### config.mk
export PLATFORM = sky130hd
export DESIGN_NAME = hpt_walker
export DESIGN_NICKNAME = d
export VERILOG_FILES = /design/src/rtl/hptw_pkg.sv /design/src/rtl/hptw_rst_sync.sv /design/src/rtl/hptw_hash.sv /design/src/rtl/hptw_match.sv /design/src/rtl/hptw_update.sv /design/src/rtl/hpt_walker.sv
export SDC_FILE = /design/constraint.sdc
export NUM_CORES = 1
export LEC_CHECK = 0
export BUFFER_PORTS_ARGS = -buffer_cell sky130_fd_sc_hd__buf_4
export CAP_MARGIN = 0
export CORE_AREA = 8 8 178 180
export CTS_BUF_LIST = sky130_fd_sc_hd__clkbuf_8
export DETAILED_ROUTE_END_ITERATION = 8
export DIE_AREA = 0 0 186 188
export GPL_TIMING_DRIVEN = 0
export SYNTH_ARGS = -nofsm -noshare
export SYNTH_HDL_FRONTEND = slang
export SYNTH_SLANG_ARGS = --single-unit
### constraint.sdc
create_clock -name clk -period 7.02 [get_ports clk]
set_input_delay 1.404 -clock clk [delete_from_list [all_inputs] [get_ports clk]]
set_output_delay 1.404 -clock clk [all_outputs]
set_load 0.005 [all_outputs]
### src/rtl/hptw_pkg.sv
package hptw_pkg;

  typedef enum logic [2:0] {
    S_IDLE = 3'd0,
    S_RD0  = 3'd1,
    S_RD1  = 3'd2,
    S_WR_R = 3'd3,
    S_WR_C = 3'd4,
    S_DONE = 3'd5
  } walk_st_t;

  localparam int unsigned WORD_W      = 32;
  localparam int unsigned VALID_BIT   = 31;
  localparam int unsigned REF_BIT     = 8;
  localparam int unsigned CHG_BIT     = 7;
  localparam logic [7:0]  REF_SET     = 8'h01;
  localparam logic [7:0]  CHG_SET     = 8'h80;

endpackage

### src/rtl/hptw_rst_sync.sv
module hptw_rst_sync (
  input  logic clk,
  input  logic rst_n,
  output logic rst_n_sync
);
  logic [1:0] sync_q;

  always_ff @(posedge clk or negedge rst_n) begin
    if (!rst_n) begin
      sync_q <= 2'b00;
    end else begin
      sync_q <= {sync_q[0], 1'b1};
    end
  end

  assign rst_n_sync = sync_q[1];
endmodule

### src/rtl/hptw_hash.sv
module hptw_hash #(
  parameter int VSID_W    = 24,
  parameter int PIDX_W    = 16,
  parameter int API_W     = 6,
  parameter int GRP_SHIFT = 6
) (
  input  logic [VSID_W-1:0] vsid,
  input  logic [PIDX_W-1:0] pidx,
  input  logic [31:0]       tbl_base,
  input  logic [31:0]       tbl_mask,
  input  logic              secondary,
  output logic [31:0]       group_addr,
  output logic [31:0]       tag
);
  logic [31:0] hash_p;
  logic [31:0] hash_sel;
  logic [31:0] scaled;

  always_comb begin
    hash_p     = 32'(vsid) ^ 32'(pidx);
    hash_sel   = secondary ? ~hash_p : hash_p;
    scaled     = (hash_sel << GRP_SHIFT) & tbl_mask;
    group_addr = tbl_base + scaled;
    tag        = 32'({vsid, 1'b0, pidx[PIDX_W-1 -: API_W]});
  end
endmodule

### src/rtl/hptw_match.sv
module hptw_match #(
  parameter int API_W = 6
) (
  input  logic [31:0] word,
  input  logic [31:0] tag,
  input  logic        secondary,
  output logic        hit
);
  import hptw_pkg::*;

  localparam int unsigned SEC_BIT = API_W;
  localparam logic [31:0] CMP_MASK = ~((32'd1 << VALID_BIT) | (32'd1 << SEC_BIT));

  always_comb begin
    hit = word[VALID_BIT] && (word[SEC_BIT] == secondary) &&
          ((word & CMP_MASK) == tag);
  end
endmodule

### src/rtl/hptw_update.sv
module hptw_update (
  input  logic [15:0] w1_low,
  input  logic        is_store,
  output logic        need_ref,
  output logic        need_chg,
  output logic [7:0]  ref_byte,
  output logic [7:0]  chg_byte,
  output logic        withhold
);
  import hptw_pkg::*;

  always_comb begin
    need_ref = !w1_low[REF_BIT];
    need_chg = !w1_low[CHG_BIT] && is_store;
    ref_byte = w1_low[15:8] | REF_SET;
    chg_byte = w1_low[7:0] | CHG_SET;
    withhold = !w1_low[CHG_BIT] && !is_store;
  end
endmodule

### src/rtl/hpt_walker.sv
module hpt_walker #(
  parameter int VSID_W        = 24,
  parameter int SEG_BITS      = 28,
  parameter int PAGE_BITS     = 12,
  parameter int GROUP_ENTRIES = 8,
  parameter int PTE_BYTES     = 8
) (
  input  logic                clk,
  input  logic                rst_n,
  input  logic                req_valid,
  input  logic [VSID_W-1:0]   req_vsid,
  input  logic [SEG_BITS-1:0] req_ea,
  input  logic                req_store,
  input  logic [31:0]         tbl_base,
  input  logic [31:0]         tbl_mask,
  output logic                busy,
  output logic                rd_req,
  output logic [31:0]         rd_addr,
  input  logic                rd_ack,
  input  logic [31:0]         rd_data,
  output logic                wr_req,
  output logic [31:0]         wr_addr,
  output logic [7:0]          wr_byte,
  input  logic                wr_ack,
  output logic                done,
  output logic                not_found,
  output logic [31:0]         pte_w0,
  output logic [31:0]         pte_w1,
  output logic [31:0]         real_addr,
  output logic                wr_withheld,
  output logic                acc_store
);
  import hptw_pkg::*;

  localparam int PIDX_W      = SEG_BITS - PAGE_BITS;
  localparam int API_W       = PIDX_W - 10;
  localparam int IDX_W       = $clog2(GROUP_ENTRIES);
  localparam int ENTRY_SHIFT = $clog2(PTE_BYTES);
  localparam int GRP_SHIFT   = $clog2(GROUP_ENTRIES * PTE_BYTES);
  localparam logic [IDX_W-1:0] LAST_IDX = IDX_W'(GROUP_ENTRIES - 1);
  localparam logic [31:0] W1_OFS  = 32'd4;
  localparam logic [31:0] REF_OFS = 32'(PTE_BYTES - 2);
  localparam logic [31:0] CHG_OFS = 32'(PTE_BYTES - 1);

  logic rst_s;

  walk_st_t            state_q, state_d;
  logic                pass_q, pass_d;
  logic [IDX_W-1:0]    idx_q, idx_d;
  logic                nf_q, nf_d;
  logic                cap_en, w0_en, w1_en;
  logic [VSID_W-1:0]   vsid_q;
  logic [SEG_BITS-1:0] ea_q;
  logic                st_q;
  logic [31:0]         base_q, mask_q;
  logic [31:0]         w0_q, w1_q;

  logic [31:0] group_addr, tag, entry_addr;
  logic        ent_hit;
  logic [15:0] upd_word;
  logic        need_ref, need_chg, withhold;
  logic [7:0]  ref_byte, chg_byte;

  hptw_rst_sync u_rst (
    .clk        (clk),
    .rst_n      (rst_n),
    .rst_n_sync (rst_s)
  );

  hptw_hash #(
    .VSID_W    (VSID_W),
    .PIDX_W    (PIDX_W),
    .API_W     (API_W),
    .GRP_SHIFT (GRP_SHIFT)
  ) u_hash (
    .vsid       (vsid_q),
    .pidx       (ea_q[SEG_BITS-1:PAGE_BITS]),
    .tbl_base   (base_q),
    .tbl_mask   (mask_q),
    .secondary  (pass_q),
    .group_addr (group_addr),
    .tag        (tag)
  );

  hptw_match #(.API_W(API_W)) u_match (
    .word      (rd_data),
    .tag       (tag),
    .secondary (pass_q),
    .hit       (ent_hit)
  );

  // In the word-1 read cycle the status decision is taken from the bus
  assign upd_word = (state_q == S_RD1) ? rd_data[15:0] : w1_q[15:0];

  hptw_update u_upd (
    .w1_low   (upd_word),
    .is_store (st_q),
    .need_ref (need_ref),
    .need_chg (need_chg),
    .ref_byte (ref_byte),
    .chg_byte (chg_byte),
    .withhold (withhold)
  );

  assign entry_addr = group_addr + (32'(idx_q) << ENTRY_SHIFT);

  // Next-state logic
  always_comb begin
    state_d = state_q;
    pass_d  = pass_q;
    idx_d   = idx_q;
    nf_d    = nf_q;
    cap_en  = 1'b0;
    w0_en   = 1'b0;
    w1_en   = 1'b0;
    unique case (state_q)
      S_IDLE: begin
        if (req_valid) begin
          cap_en  = 1'b1;
          pass_d  = 1'b0;
          idx_d   = '0;
          nf_d    = 1'b0;
          state_d = S_RD0;
        end
      end
      S_RD0: begin
        if (rd_ack) begin
          w0_en = 1'b1;
          if (ent_hit) begin
            state_d = S_RD1;
          end else if (idx_q == LAST_IDX) begin
            idx_d = '0;
            if (!pass_q) begin
              pass_d = 1'b1;
            end else begin
              nf_d    = 1'b1;
              state_d = S_DONE;
            end
          end else begin
            idx_d = idx_q + 1'b1;
          end
        end
      end
      S_RD1: begin
        if (rd_ack) begin
          w1_en = 1'b1;
          if (need_ref)      state_d = S_WR_R;
          else if (need_chg) state_d = S_WR_C;
          else               state_d = S_DONE;
        end
      end
      S_WR_R: begin
        if (wr_ack) state_d = need_chg ? S_WR_C : S_DONE;
      end
      S_WR_C: begin
        if (wr_ack) state_d = S_DONE;
      end
      S_DONE: state_d = S_IDLE;
      default: state_d = S_IDLE;
    endcase
  end

  // Registers
  always_ff @(posedge clk or negedge rst_s) begin
    if (!rst_s) begin
      state_q <= S_IDLE;
      pass_q  <= 1'b0;
      idx_q   <= '0;
      nf_q    <= 1'b0;
      vsid_q  <= '0;
      ea_q    <= '0;
      st_q    <= 1'b0;
      base_q  <= '0;
      mask_q  <= '0;
      w0_q    <= '0;
      w1_q    <= '0;
    end else begin
      state_q <= state_d;
      pass_q  <= pass_d;
      idx_q   <= idx_d;
      nf_q    <= nf_d;
      if (cap_en) begin
        vsid_q <= req_vsid;
        ea_q   <= req_ea;
        st_q   <= req_store;
        base_q <= tbl_base;
        mask_q <= tbl_mask;
      end
      if (w0_en) w0_q <= rd_data;
      if (w1_en) w1_q <= rd_data;
    end
  end

  // Outputs
  always_comb begin
    busy        = (state_q != S_IDLE);
    rd_req      = (state_q == S_RD0) || (state_q == S_RD1);
    rd_addr     = (state_q == S_RD1) ? entry_addr + W1_OFS : entry_addr;
    wr_req      = (state_q == S_WR_R) || (state_q == S_WR_C);
    wr_addr     = entry_addr + ((state_q == S_WR_C) ? CHG_OFS : REF_OFS);
    wr_byte     = (state_q == S_WR_C) ? chg_byte : ref_byte;
    done        = (state_q == S_DONE);
    not_found   = nf_q;
    pte_w0      = w0_q;
    pte_w1      = w1_q;
    real_addr   = {w1_q[31:PAGE_BITS], ea_q[PAGE_BITS-1:0]};
    wr_withheld = !nf_q && withhold;
    acc_store   = st_q;
  end

  // Assertions
  a_r3_word1_after_match: assert property (@(posedge clk) disable iff (!rst_s)
    (state_q == S_RD1) |-> (w0_q[VALID_BIT] && (w0_q[API_W] == pass_q)));

  a_r5_no_write_on_miss: assert property (@(posedge clk) disable iff (!rst_s)
    wr_req |-> !nf_q);

  a_r7_chg_only_store: assert property (@(posedge clk) disable iff (!rst_s)
    (state_q == S_WR_C) |-> (st_q && !w1_q[CHG_BIT]));

  a_r10_done_pulse: assert property (@(posedge clk) disable iff (!rst_s)
    done |=> (!done && !busy));

  a_r11_busy_holds: assert property (@(posedge clk) disable iff (!rst_s)
    (busy && !done) |=> busy);

  a_r12_rd_hold: assert property (@(posedge clk) disable iff (!rst_s)
    (rd_req && !rd_ack) |=> (rd_req && $stable(rd_addr)));

  a_r12_wr_hold: assert property (@(posedge clk) disable iff (!rst_s)
    (wr_req && !wr_ack) |=> (wr_req && $stable(wr_addr) && $stable(wr_byte)));

endmodule

* After elaboration in Yosys (flattened, before gate mapping) *
Index checks and enable logic that the tools add are counted.

cells by class
  add/sub/neg operators = 5
  eq/ne operators = 18
  muxes and demuxes = 36
  bitwise logic cells = 3
  reductions and logical operators = 17

operators by type and width
  operator                                        count
  two-way mux 3 bit                               13
  adder 32 x 3 -> 32 bit                          1
  adder 32 x 3 -> 32 bit (second input constant)  1
  adder 32 bit                                    1
  adder 32 x 6 -> 32 bit                          1
  AND 32 bit                                      1
  two-way mux 32 bit                              1
  == test 30 bit                                  1
  two-way mux 26 bit                              1
  NOT 26 bit                                      1
  XOR 24 x 16 -> 24 bit                           1
  two-way mux 16 bit                              1
  inequality test 2 bit (second input constant)   8
  two-way mux 1 bit                               15
  case mux 3 bit (5 select lines)                 1
  == test 3 bit (second input constant)           3
  two-way mux 8 bit                               1
  AND reduction 7 bit                             1
  == test 3 x 2 -> 1 bit (second input constant)  2
  inequality test 3 bit (second input constant)   2
  case mux 3 bit (2 select lines)                 1
  AND reduction 6 bit                             1
  logical AND 1 bit                               5
  AND reduction 5 bit                             1
  10 further kinds                                14

storage, ports and cells
  flip-flop bits (word level) = 191
  bits of input ports = 154
  output and inout bits = 175

* Logic depth before layout (Yosys ltp) *
Gate-level depths: netlist (run 1).

  depth in word-level cells = 8
  gate-level depth with buffers = 16
  mapped depth without buffers = 13

* Modules after synthesis *
A second synthesis (run 1) with hierarchy kept.

second synthesis, totals
  cells, all modules = 1465
  area, all modules = 13028.7 sq um

modules (own cells, without submodules)
  module         instances  cells each  area each (sq um)  sequential area each (sq um)
  hpt_walker     1          1113        10343.7            4729.5
  hptw_hash      1          287         2142.1             0.0
  hptw_match     1          42          349.1              0.0
  hptw_update    1          20          140.1              0.0
  hptw_rst_sync  1          3           53.8               50.0

* Least setup slack after synthesis (run 1) *
OpenSTA, ideal clock, no wires.

  kind = reg-to-output
  start = register pass_q
  end = output wr_addr[28]
  data arrival time = 4.364 ns
  setup slack = 1.252 ns
  stages on the path, launching flop included = 16
  path buffers = 3
  cell sequence = dfrtp_1 > buf_1 > buf_1 > xnor2_1 > and2_1 > ha_1 > buf_6 > a21oi_2 > o21ai_1 > a211o_1 > o21a_1 > or4b_4 > or3_4 > or3_4 > nor4_2 > xor2_1

on the way
  cells in the longest elaborated chain, start to end = 5

ends and longest elaborated chain
  element                   RTL line           source
  start: declaration        hpt_walker.sv:48   logic pass_q, pass_d;
  start signal: assignment  hpt_walker.sv:179  pass_q <= pass_d;
  two-way mux 26 bit        hptw_hash.sv:21    hash_sel = secondary ? ~hash_p : hash_p;
  AND 32 bit                hptw_hash.sv:22    scaled = (hash_sel << GRP_SHIFT) & tbl_mask;
  adder 32 bit              hptw_hash.sv:23    group_addr = tbl_base + scaled;
  adder 32 x 6 -> 32 bit    hpt_walker.sv:105  assign entry_addr = group_addr + (32'(idx_q) << ENTRY_SHIFT);
  adder 32 x 3 -> 32 bit    hpt_walker.sv:200  wr_addr = entry_addr + ((state_q == S_WR_C) ? CHG_OFS : REF_OFS);
  end: declaration          hpt_walker.sv:22   output logic [31:0] wr_addr,

Every way passes these cells.

* Worst setup path after layout (run 1) *
  start = register pass_q
  end = output wr_addr[31]

The elaborated chain is that of the path after synthesis.

==> run_results.csv, run 1 <==
group,metric,value,unit
run_status,status,"completed",
floorplan,num_rows,63,
route,dr.first_iter.drc_count,450,
synthesis,synth_top_family_by_area,"multiplexers",
floorplan,ios,329,
placement,post-place-ws,0.0634,ns
setup_path,worstPathMaxFanout,12,
final_layout,antenna_cells,0,
clock_network,htreeDepth,4,
synthesis,ys_async_sr_fraction,1.00,
global_routing,grt_max_degree,53,
route,wire_per_inst,20.6,microns
final_layout,drive_gt1_frac,0.422,
synthesis,ys_seq_elements,185,
final_layout,utilization,0.506,
sta,post-route-min-period,6.65,ns
pwr,p_leak,6.64,nW
final_layout,areaGrowthSynthToFinish,29.7,%
synthesis,yosysWarningCount,0,
sta,fmax,150,MHz
sta,tns,0,ns
final_layout,multi_input_area,6180,sq um
placement,io_buffers,322,
sta,finClkSkew,0.0113,ns
synthesis,synth-simple-area-share,0.144,
synthesis,syn_area,11300,sq um
clock_network,clk_latency,0.47,ns
min_path,min_path_type,"flip-flop to async pin",
synthesis,synth_area_per_cell,10.6,sq um
setup_path,crit_type,"flip-flop to output pin",
floorplan,dieArea,35000,sq um
global_routing,grt_pass1_wl,56800,microns
route,wl,37200,microns
clock_network,cts.clk_slew.worst_paths,0.10,ns
sta,period_share,0.947,
clock_network,clk_path_buf_depth,2,
global_routing,grt_pass1_vias,9756,
synthesis,synthXorXnorAreaFrac,0.110,
clock_network,cts_root_buffer,"clkbuf_8",
sta,tightest_slew,1.20,ns
setup_path,crit_required,5.62,ns
synthesis,syn-instance-count,1063,
synthesis,syn_nets,1252,
synthesis,synth_compound_area_frac,0.0764,
placement,place_inst,1778,
pwr,peakVddDrop,0.000189,V
global_routing,antenna_found_initial,0,
final_layout,seq_area,4630,sq um
setup_path,crit_path_start_kind,"flip-flop",
clock_network,cts_sinks,185,
synthesis,synth_area_leaders,"dfrtp_1, mux2_2, xnor2_1",
sta,setup_viol,0,
final_layout,fill_cells,2827,
final_layout,fin_cells,1808,
route,drtPass1Iterations,5,
clock_network,tritoncts,"built",
sta,final-hold-violation-count,0,
setup_path,end_kind,"output pin",
synthesis,ys_types,77,
floorplan,die_height,188,microns
synthesis,synth-main-ff-cell,"dfrtp_1",
floorplan,start_util,0.390,
sta,worst_slack,0.370,ns
pwr,p_per_area,485,nW/um^2
sta,slew_headroom,0.197,
placement,finalWeightedCongestion,0.859,
route,drcViolationCount,0,
floorplan,die_x,186,microns
pwr,power,7.11,mW
sta,report.final.slew_viol_count,0,
synthesis,synth_top_area_frac,0.410,
floorplan,core,29000,sq um
global_routing,grt-ovfl-total,0,
final_layout,finalNetCount,1595,
synthesis,synth_edf_count,0,
setup_path,worstPathArrival,5.25,ns
synthesis,synth_fa_ha_area_frac,0.0394,
synthesis,yosys.area.top_type,"dfrtp_1",
synthesis,ys_seq_area_frac,0.410,
clock_network,cts_buffers,17,
global_routing,grt_usage,0.212,
run,maxCapViolCount,0,
sta,rsz0062_at_grt,"false",
synthesis,synthMuxAreaShare,0.176,
route,num_vias,9267,
setup_path,reg2reg_depth,6,
route,drtAntennaViolNets,0,
placement,hpwl,30900,microns
route,viasPerCell,5.13,
worst paths after layout:
check | from | to | slack [ns]
hold reg to reg | u_rst.sync_q[1] | pte_w0[10] | 0.35
min in group clk | u_rst.sync_q[0] | u_rst.sync_q[1] | 0.37
setup / recovery | pass_q | wr_addr[31] | 0.37
hold / removal | u_rst.sync_q[1] | pte_w0[10] | 0.35
setup reg to reg | state_q[2] | ea_q[25] | 3.77
max in group asynchronous | u_rst.sync_q[1] | mask_q[29] | 5.68
worst max-delay path, cell delays in order, from the launching register on:
cell,delay [ns]
dfrtp_2,0.57
buf_2,0.37
xnor2_1,0.13
and2_1,0.19
ha_1,0.27
buf_2,0.19
a21oi_1,0.27
o21ai_0,0.21
a221oi_1,0.47
a31oi_1,0.23
nor3_1,0.24
o32ai_1,0.24
or4b_1,0.67
nor4b_1,0.41
xnor2_1,0.18
buf_4,0.14
cell usage in the layout, fill, tap and decap left out, types with 7 or more instances in the layout:
master	netlist	layout
inv_1	20	23
mux2_2	172	172
or3_1	10	10
nand4_1	24	24
o21ai_0	28	28
xor2_1	29	29
clkbuf_8	0	17
clkbuf_1	23	23
and2_1	32	32
nor3b_1	8	7
nand3_1	19	19
dfrtp_1	185	183
a21oi_1	37	37
buf_4	34	356
nor3_1	23	22
o211ai_1	7	7
xnor2_1	113	113
nor4_1	10	10
ha_1	34	34
a21o_1	8	8
nor2_1	44	44
buf_2	7	9
nand2_1	78	78
timing repair:
action	CTS	global route
resized for setup	2	3
pin swaps	0	0
hold buffers	0	0
buffers inserted	0	0
endpoints found under the setup margin	22	11
routing by layer:
| layer | vias up | track usage | wire length, microns |
|---|---|---|---|
| met4 | 0 | 0.0583 | 728 |
| li1 | 4418 | - | - |
| met1 | 4536 | 0.255 | 15200 |
| met2 | 276 | 0.360 | 18300 |
| met5 | - | 0 | 0 |
| met3 | 37 | 0.0674 | 2960 |
sequential cells by signal, indices dropped and copies added (netlist names), 3 cells and up:
register / flops
base_q: 32
pte_w0: 32
pte_w1: 32
mask_q: 26
ea_q: 28
state_q: 3
idx_q: 3
vsid_q: 24
power by group:
| part | switching, mW | internal (mW) |
|---|---|---|
| logic | 2.47 | 2.33 |
| clock network | 0.404 | 0.281 |
| registers | 0.253 | 1.37 |
| total | 3.13 | 3.98 |
stage by stage:
step,hold slack [ns],instance area [sq um]
after global routing,0.377,14700
after global placement,0.336,14200
final,0.349,14700
after detailed placement,0.346,14300
after CTS,0.369,14700
after floorplan,0.331,11300
logic make-up (layout without fill, tap and decap cells):
| family | count (synthesis) | in the layout |
|---|---|---|
| muxes | 177 | 177 |
| and+or+nand+nor | 298 | 298 |
| buffers and inverters | 94 | 449 |
| DFF | 185 | 185 |
| AOI/OAI and AO/OA | 131 | 131 |
| other | 1 | 1 |
| adders and majority gates | 35 | 35 |
| xor gates and xnor gates | 142 | 142 |
final cells by class:
class	count	area share
buffer	72	0.0290
clock inverter	14	0.00845
timing repair buffer	325	0.170
inverter	21	0.00538
sequential	185	0.316
tap	390	0.0333
clock buffer	17	0.0160
multi-input combinational	784	0.421
cells in the mapped netlist, types with 6 or more instances:
cell / instances
nand4_1: 24
nand2_1: 78
or2_2: 6
o21ai_0: 28
nand2b_1: 6
buf_1: 6
ha_1: 34
xnor2_1: 113
or4_1: 6
nor3b_1: 8
nor4_1: 10
and2_1: 32
buf_2: 7
clkbuf_1: 23
nor3_1: 23
o211ai_1: 7
dfrtp_1: 185
buf_4: 34
nor2_1: 44
nand3_1: 19
inv_1: 20
or3_1: 10
a22oi_1: 6
mux2_2: 172
a21oi_1: 37
a21o_1: 8
xor2_1: 29
No activity file was read; power rests on OpenSTA's default activity.
==> run 2, diff against run 1 <==
CELL_PAD_IN_SITES_DETAIL_PLACEMENT = 1   (was unset)
CELL_PAD_IN_SITES_GLOBAL_PLACEMENT = 2   (was unset)
CORE_AREA = 8 8 195 197   (was 8 8 178 180)
DIE_AREA = 0 0 203 205   (was 0 0 186 188)
PLACE_DENSITY_LB_ADDON = 0.1   (was unset)
==> run 2 against run 1 <==
  * Critical path depth is 1 lower
  * Flip-flop and latch count stayed put
  * Clock-buffer cell count is 1 higher
  * Die area is 19% higher
  * Non-clock buffer count stayed put
  * Global-route usage is 2.0 points lower
  * Worst setup slack better by 0.0027 ns
  * Final area is 0.90% higher
==> run_results.csv, run 2 (same netlist as run 1, synthesis figures left out) <==
group,metric,value,unit
clock_network,tritoncts,"built",
global_routing,antenna_found_initial,4,
pwr,p_int,4.00,mW
clock_network,cts_buffers,17,
sta,worst_slack,0.373,ns
final_layout,final_common_cell,"buf_4",
route,num_vias,9196,
final_layout,utilization,0.423,
sta,report.final.slew_viol_count,0,
sta,setup_viol,0,
pwr,p_leak,6.64,nW
sta,fmax,150,MHz
floorplan,num_rows,69,
pwr,p_sw,3.13,mW
clock_network,cts_sinks,185,
route,wl,40300,microns
global_routing,grt_pass1_wl,61400,microns
final_layout,seq_area,4640,sq um
setup_path,crit_required,5.62,ns
sta,tightest_slew,1.28,ns
placement,post-place-ws,-0.117,ns
sta,slew_headroom,0.143,
placement,hpwl,34000,microns
final_layout,fin_cells,1881,
clock_network,clk_path_buf_depth,2,
route,drtAntennaViolNets,0,
route,dr.first_iter.drc_count,278,
global_routing,grt-ovfl-total,0,
sta,post-route-min-period,6.65,ns
setup_path,worstPathArrival,5.24,ns
floorplan,die_x,203,microns
placement,place_inst,1849,
floorplan,core,35000,sq um
floorplan,die_height,205,microns
setup_path,crit_path_start_kind,"flip-flop",
setup_path,end_kind,"output pin",
pwr,pwr-share-seq,0.228,
pwr,peakVddDrop,0.000279,V
final_layout,areaGrowthSynthToFinish,30.9,%
pwr,p_clk_frac,0.103,
placement,finalWeightedCongestion,0.800,
min_path,min_path_type,"flip-flop to async pin",
sta,rsz0062_at_grt,"false",
final_layout,final_cell_mix,"buf_4, dfrtp_1, mux2_2",
route,drcViolationCount,0,
global_routing,grt_max_degree,49,
clock_network,htreeDepth,4,
placement,io_buffers,322,
final_layout,fill_cells,3934,
floorplan,ios,329,
pwr,p_per_area,482,nW/um^2
global_routing,grt_pass1_vias,10200,
route,wire_per_inst,21.4,microns
route,viasPerCell,4.89,
clock_network,postCtsSetupBuffers,0,
pwr,p_comb_frac,0.669,
clock_network,cts_root_buffer,"clkbuf_8",
run,maxCapViolCount,0,
run_status,status,"completed",
global_routing,grt_usage,0.192,
sta,period_share,0.947,
floorplan,dieArea,41600,sq um
sta,final-hold-violation-count,0,
setup_path,crit_type,"flip-flop to output pin",
route,drtPass1Iterations,4,
final_layout,drive_gt1_frac,0.425,
final_layout,finalNetCount,1595,
clock_network,cts.clk_slew.worst_paths,0.10,ns
pwr,sw_frac_of_total,0.439,
clock_network,clk_latency,0.48,ns
final_layout,multi_input_area,6190,sq um
setup_path,worstPathMaxFanout,12,
floorplan,start_util,0.323,
sta,finClkSkew,0.0145,ns
-- run 2: final cells by class --
type	count	area share
inverter	21	0.00533
tap	461	0.0390
sequential	185	0.313
buffer	72	0.0289
antenna	1	0.000169
timing repair buffer	325	0.169
clock inverter	14	0.00939
clock buffer	18	0.0167
multi-input combinational	784	0.418
-- run 2: final timing paths --
path | startpoint | endpoint | slack [ns] | cells past startpoint
setup / recovery | pass_q | rd_addr[31] | 0.37 | 14
hold / removal | u_rst.sync_q[1] | ea_q[8] | 0.37 | 0
setup reg to reg | state_q[2] | vsid_q[21] | 3.66 | 6
hold reg to reg | u_rst.sync_q[1] | ea_q[8] | 0.37 | 0
max in group asynchronous | u_rst.sync_q[1] | pte_w1[27] | 5.68 | 2
min in group clk | u_rst.sync_q[0] | u_rst.sync_q[1] | 0.37 | 0
-- run 2: worst max-delay path: stages, from the launching register on --
cell and delay [ns]:
dfrtp_4 0.60, clkbuf_4 0.27, xnor2_1 0.15, and2_1 0.18
ha_1 0.38, a21oi_1 0.40, nand2_1 0.19, o21ai_2 0.20
xnor2_1 0.22, nand4_1 0.39, or4b_1 0.72, or4_1 0.45
nor4_1 0.28, xnor2_1 0.18, buf_4 0.14
-- run 2: what timing repair did --
action | in CTS | in global routing
hold buffers | 0 | 0
endpoints found under the setup margin | 31 | 9
gates resized for setup | 3 | 5
pin swaps | 0 | 0
-- run 2: power groups by stage --
stage	combinational [mW]	clock (mW)	sequential, mW
after CTS	4.88	0.757	1.63
after global placement	4.78	0	1.65
after floorplan	2.95	0	1.58
final	4.78	0.733	1.63
after detailed placement	4.88	0	1.65
after global routing	5.32	0.794	1.68
-- run 2: through the flow --
step | total power [mW] | hold WS [ns] | area, sq um | TNS [ns]
4_1_cts | 7.28 | 0.371 | 14800 | 0
6_report | 7.14 | 0.368 | 14800 | 0
3_3_place_gp | 6.43 | 0.337 | 14300 | -229.67
5_1_grt | 7.80 | 0.375 | 14800 | 0
3_5_place_dp | 6.52 | 0.348 | 14400 | -0.414
2_1_floorplan | 4.53 | 0.331 | 11300 | 0
-- run 2: metal layers --
metal	vias to the layer above	track usage	wire (microns)
li1	4421	-	-
met3	25	0.0626	2670
met5	-	0	41
met2	204	0.335	20200
met1	4540	0.231	17100
met4	6	0.0357	340
